## src/rtl/stsreg_pkg.sv

```systemverilog
package stsreg_pkg;
   // Bit positions within the flag byte
   localparam int unsigned CARRY_BIT = 0;
   localparam int unsigned HALF_BIT  = 1;
   localparam int unsigned ZERO_BIT  = 2;
   localparam int unsigned OVF_BIT   = 3;
   localparam int unsigned PWRDN_BIT = 4;
   localparam int unsigned WDEXP_BIT = 5;
   localparam int unsigned ARITH_N   = 4;   // flags software and ALU may load
   localparam int unsigned USED_BITS = 6;

   typedef struct packed {
      logic pwrdn;
      logic wdexp;
   } pwr_flags_t;
endpackage

```

## src/rtl/stsreg_dff.sv

```systemverilog
module stsreg_dff #(
   parameter int unsigned W        = 1,
   parameter bit          ASYNC    = 1'b1,
   parameter logic [W-1:0] RST_VAL = '0
) (
   input  logic         clk,
   input  logic         rst_n,
   input  logic [W-1:0] d,
   output logic [W-1:0] q
);
   generate
      if (ASYNC) begin : g_async
         always_ff @(posedge clk or negedge rst_n) begin
            if (!rst_n) q <= RST_VAL;
            else        q <= d;
         end
      end else begin : g_sync
         always_ff @(posedge clk) begin
            if (!rst_n) q <= RST_VAL;
            else        q <= d;
         end
      end
   endgenerate
endmodule

```

## src/rtl/stsreg_arith_next.sv

```systemverilog
module stsreg_arith_next #(
   parameter int unsigned N = 4
) (
   input  logic [N-1:0] cur,
   input  logic         sw_hit,
   input  logic [N-1:0] sw_val,
   input  logic [N-1:0] alu_we,
   input  logic [N-1:0] alu_val,
   output logic [N-1:0] nxt
);
   // Per flag: arithmetic update outranks a software store
   for (genvar i = 0; i < N; i++) begin : g_flag
      always_comb begin
         if (alu_we[i])   nxt[i] = alu_val[i];
         else if (sw_hit) nxt[i] = sw_val[i];
         else             nxt[i] = cur[i];
      end
   end
endmodule

```

## src/rtl/stsreg_power_next.sv

```systemverilog
module stsreg_power_next
   import stsreg_pkg::*;
(
   input  pwr_flags_t cur,
   input  logic       halt_stb,
   input  logic       clrwdt_stb,
   input  logic       wdt_tmo,
   output pwr_flags_t nxt
);
   always_comb begin
      // power-down: halt sets, clear-watchdog clears, halt dominates
      if (halt_stb)        nxt.pwrdn = 1'b1;
      else if (clrwdt_stb) nxt.pwrdn = 1'b0;
      else                 nxt.pwrdn = cur.pwrdn;
      // watchdog-expired: expiry sets and dominates, either instruction clears
      if (wdt_tmo)                      nxt.wdexp = 1'b1;
      else if (halt_stb || clrwdt_stb)  nxt.wdexp = 1'b0;
      else                              nxt.wdexp = cur.wdexp;
   end
endmodule

```

## src/rtl/flag_status_reg.sv

```systemverilog
module flag_status_reg
   import stsreg_pkg::*;
#(
   parameter int unsigned       ADDR_W    = 8,
   parameter int unsigned       DATA_W    = 8,
   parameter logic [ADDR_W-1:0] REG_ADDR  = 'h0A,
   parameter bit                ASYNC_RST = 1'b1
) (
   input  logic              clk,
   input  logic              rst_n,
   input  logic              wr_en,
   input  logic [ADDR_W-1:0] wr_addr,
   input  logic [DATA_W-1:0] wr_data,
   input  logic [3:0]        alu_flag_we,
   input  logic [3:0]        alu_flag_val,
   input  logic              halt_stb,
   input  logic              clrwdt_stb,
   input  logic              wdt_tmo,
   output logic [DATA_W-1:0] status_o
);
   localparam int unsigned PAD_W = DATA_W - USED_BITS;

   generate
      if (DATA_W < USED_BITS) begin : g_bad_width
         $error("flag_status_reg: DATA_W must hold at least six flags");
      end
      if (ADDR_W < 1) begin : g_bad_addr
         $error("flag_status_reg: ADDR_W must be positive");
      end
   endgenerate

   logic                sw_hit;
   logic [ARITH_N-1:0]  arith_q, arith_d;
   pwr_flags_t          pwr_q, pwr_d;
   logic [DATA_W-1:0]   unused_wr_hi;

   assign sw_hit       = wr_en && (wr_addr == REG_ADDR);
   assign unused_wr_hi = wr_data;

   stsreg_arith_next #(.N(ARITH_N)) u_arith (
      .cur     (arith_q),
      .sw_hit  (sw_hit),
      .sw_val  (wr_data[ARITH_N-1:0]),
      .alu_we  (alu_flag_we),
      .alu_val (alu_flag_val),
      .nxt     (arith_d)
   );

   stsreg_power_next u_power (
      .cur        (pwr_q),
      .halt_stb   (halt_stb),
      .clrwdt_stb (clrwdt_stb),
      .wdt_tmo    (wdt_tmo),
      .nxt        (pwr_d)
   );

   stsreg_dff #(.W(ARITH_N), .ASYNC(ASYNC_RST)) u_arith_q (
      .clk (clk), .rst_n (rst_n), .d (arith_d), .q (arith_q)
   );

   stsreg_dff #(.W(2), .ASYNC(ASYNC_RST)) u_pwr_q (
      .clk (clk), .rst_n (rst_n), .d (pwr_d), .q (pwr_q)
   );

   generate
      if (PAD_W > 0) begin : g_pad
         assign status_o = {{PAD_W{1'b0}}, pwr_q.wdexp, pwr_q.pwrdn, arith_q};
      end else begin : g_nopad
         assign status_o = {pwr_q.wdexp, pwr_q.pwrdn, arith_q};
      end
   endgenerate
endmodule

```

## config.mk

```make
export PLATFORM = sky130hd
export DESIGN_NAME = flag_status_reg
export DESIGN_NICKNAME = d
export VERILOG_FILES = /design/src/rtl/stsreg_pkg.sv /design/src/rtl/stsreg_dff.sv /design/src/rtl/stsreg_arith_next.sv /design/src/rtl/stsreg_power_next.sv /design/src/rtl/flag_status_reg.sv
export SDC_FILE = /design/constraint.sdc
export NUM_CORES = 1
export LEC_CHECK = 0
export BUFFER_PORTS_ARGS = -buffer_cell sky130_fd_sc_hd__buf_4
export CORE_AREA = 3 3 40 42
export CTS_CLUSTER_SIZE = 28
export DETAILED_ROUTE_END_ITERATION = 10
export DIE_AREA = 0 0 43 45
export GPL_TIMING_DRIVEN = 0
export HOLD_SLACK_MARGIN = 0.02
export PLACE_DENSITY_LB_ADDON = 0.25
export SLEW_MARGIN = 20
export SYNTH_ARGS = -nofsm -noshare
export SYNTH_HDL_FRONTEND = slang
export SYNTH_SLANG_ARGS = --single-unit
```

## constraint.sdc

```tcl
create_clock -name clk -period 0.8 [get_ports clk]
set_input_delay 0.16 -clock clk [delete_from_list [all_inputs] [get_ports clk]]
set_output_delay 0.16 -clock clk [all_outputs]
set_load 0.1 [all_outputs]
```

* Yosys cells after proc, flatten, opt, wreduce, memory -nomap -nowiden
Cells that the tools add are included.
** Cells by class
- Eq/ne operators :: 1
- Muxes and demuxes :: 12
- Reduce and logical (&&, ||, !) cells :: 8
** Operator list (number)
- 1-bit 2-to-1 mux :: 12
- 2-bit nonzero test :: 6
- 8-bit by 4-bit equality test with 1-bit output, second input constant :: 1
- 1-bit logical AND :: 1
- 1-bit logical OR :: 1
** Word-level totals
- Bits in registers :: 6
- Bits of input ports :: 30
- Output and inout port bits :: 8
- Word-level logic and storage cells :: 27

* Depth between registers and ports, before layout
- Depth in word-level cells :: 4
- Mapped depth :: 3

* Cells and area by module
Synthesis repeated with hierarchy kept, for this count alone.
** Unflattened totals
- Cell total of the unflattened synthesis :: 29
- Area total of the unflattened synthesis :: 310.3 um2
** Modules (own cells, without submodules)
- stsreg_dff at u_arith_q :: instances 1, cells each 4, area each 100.1 um2
- stsreg_arith_next :: instances 1, cells each 13, area each 86.3 um2
- flag_status_reg :: instances 1, cells each 6, area each 51.3 um2
- stsreg_dff at u_pwr_q :: instances 1, cells each 2, area each 50.0 um2
- stsreg_power_next :: instances 1, cells each 4, area each 22.5 um2

* Least setup slack after synthesis
OpenSTA, ideal clock, no wires.
- Path kind :: flip-flop to flip-flop
- Start :: register, netlist name u_arith_q.q[1]
- End :: register u_arith_q.q[1]
- Arrival time :: 1240 ps
- Required time :: 718 ps
- Path slack :: -522 ps
- Cell stages (with the launch flop) :: 3
- Path buffers :: 0
- Clock period less this slack :: 1322 ps
- Cells stage by stage :: dfrtp_1 -> o31ai_1 -> a31oi_1
** RTL lines
- to (signal assigned) :: RTL line stsreg_dff.sv:14 : if (!rst_n) q <= RST_VAL;
- to (signal assigned) :: RTL line stsreg_dff.sv:15 : else q <= d;
- to (decl) :: RTL line stsreg_dff.sv:9 : output logic [W-1:0] q

* Final worst setup path
- Start :: register u_arith_q.q[0]
- End :: output port status_o[0]
** RTL lines
- to (decl) :: RTL line flag_status_reg.sv:19 : output logic [DATA_W-1:0] status_o
No word-level cell between the ends.

==> reports/results.ini <==
[status]
status=complete, but fails checks
violations=setup timing

[synth]
synth-seq-area-share_pct=43.2
synthFlopType=dfrtp_1
yosysUniqueCellTypes=17
synth_area_leader_cell=dfrtp_1
yosysTopAreaCellShare_pct=43.2
yosys_register_bits=6
synthTopCellsByArea=dfrtp_1 43%, o31ai_1 8.6%, nor2b_1 5.4%
netlist_area_um2=348
synth_edf_count=0
async_reset_ff_share_pct=100
avgSynthCellArea_um2=9.40
syn_inst=37
yosysWarnings=0

[global_route]
grt_overflow=0
grt_max_degree=7
grt.total_usage_pct=12.4
grt_pass1_vias=415
antenna_found_initial=0
grt_pass1_wl_um=1750

[setup_path]
path_cells=buf_12
worstPathRequired_ps=640
cp_max_fo=2
crit_slowest_cell=dfrtp_4
start_kind=flop
cp-end-kind=primary output
critical_path_class=flop to primary output
crit_arrival_ps=910
path_buf_inv=1
cp_slowest_stage_delay_ps=490
crit_family=flip-flops

[cts]
cts_sinks=6
cts_made_buffers=3
cts.path.max_buffers=2
cts_tree=done
root_buffer=clkbuf_4
path_clk_slew_ps=40
htree_levels=1
clk_latency_ps=240

[run]
drv_cap=0

[power]
leakage_uw=0.000355
powerDensity_nw_per_um2=1550
ir_drop_v=0.000829

[sta]
finalHoldViolCount=0
finClkSkew_ps=0
maxSlewViolCount=0
setup_viol=10
fmax_mhz=934
fin_crit_sh_pct=134
rsz0062_at_grt=yes
timing.hold.ws_ps=106
fin_ws_ps=-271
period_minus_slack_ps=1070

[layout]
multi_input_area_um2=196
final_common_cell=buf_4
num-fill-cells=121
areaGrowthSynthToFinish_pct=121
diodes=0
final_nets=106
seq_area_um2=173
layout-drive-gt1-share_pct=64.9
final_cell_count_no_fill=89
layout_common_cells=26 x buf_4, 6 x buf_12, 6 x dfrtp_4

[floorplanning]
die_y_um=45
start_util_pct=27.1
top_level_ports=38
rows=13
die_w_um=43
dieArea_um2=1940
core_area_um2=1280

[drt]
dr.pass1.iters=2
viasPerCell=4.87
routedWlPerCell_um=12.2
drtIter0Drc=6
drc=0
wl_um=1090
postRouteAntennaNets=0
vias=433

[min_path]
hp-class=input pin to flop

[placement]
dp_cells=84
hpwl_um=878
gp_congestion=0.633
numPortBuffers=31

flip-flops by register name, indices dropped and copies added (netlist names):
register / count
u_arith_q.q: 4
u_pwr_q.q: 2
report_power, final:
| group | internal, µW | switching, µW | leakage (µW) |
|---|---|---|---|
| registers | 346 | 28.9 | 0.0000626 |
| logic | 228 | 311 | 0.000278 |
| clock network | 169 | 107 | 0.0000138 |
through the flow:
stage               setup TNS (ps)  setup slack (ps)  total power (µW)  area [µm²]  util, %
finish                       -2390              -271              1190         769     59.9
global route                 -2610              -288              1240         769     59.9
floorplan                    -1420              -308               656         374        -
detailed placement           -2250              -495               815         626     48.7
global placement             -2190              -489               810         626     48.7
CTS                          -2440              -272              1200         759     59.1
worst paths after layout:
kind,from,end,slack [ps],cells after the start
max,u_arith_q.q[0],status_o[0],-270,1
min,wdt_tmo,u_pwr_q.q[0],110,2
max reg2reg,u_arith_q.q[2],u_arith_q.q[2],-100,3
min reg2reg,u_pwr_q.q[0],u_pwr_q.q[0],560,1
max in group asynchronous,rst_n,u_pwr_q.q[0],410,2
min in group asynchronous,rst_n,u_arith_q.q[2],260,2
cells in the mapped netlist (all sizes together), types with 2 or more instances:
cell type and number:
a21o 2, a21oi 2, a31oi 2, a41oi 2, buf 2, dfrtp 6
inv 3, nand4 2, nor2 3, nor2b 3, o31ai 4
cell type report:
cell class / count / area share [%]
Multi-Input combinational cell: 27 / 25.5
Buffer: 2 / 1.95
Timing Repair Buffer: 33 / 43.3
Inverter: 3 / 1.46
Clock buffer: 3 / 2.93
Tap cell: 15 / 2.44
Sequential cell: 6 / 22.4
kinds of logic after synthesis:
logic type,count (synthesis),synth area share (%)
AND/OR/NAND/NOR,13,23.7
flip-flops,6,43.2
other,1,1.08
AO/OA/AOI/OAI,12,24.5
buffers and inverters,5,7.55
routing by layer:
metal	wire length, µm	up-vias	global-route usage (%)
met4	24	0	9.04
met1	435	195	14.0
met3	100	4	2.39
met5	0	-	0
li1	-	209	-
met2	528	25	21.0
timing repair:
action / 4_1_cts / 5_1_grt
setup buffers: 1 / 0
setup endpoints to repair: 10 / 10
hold buffers: 1 / 0
endpoints found under the hold margin: 6 / 0
resized for setup: 22 / 2
(Power assumes the default switching activity.)
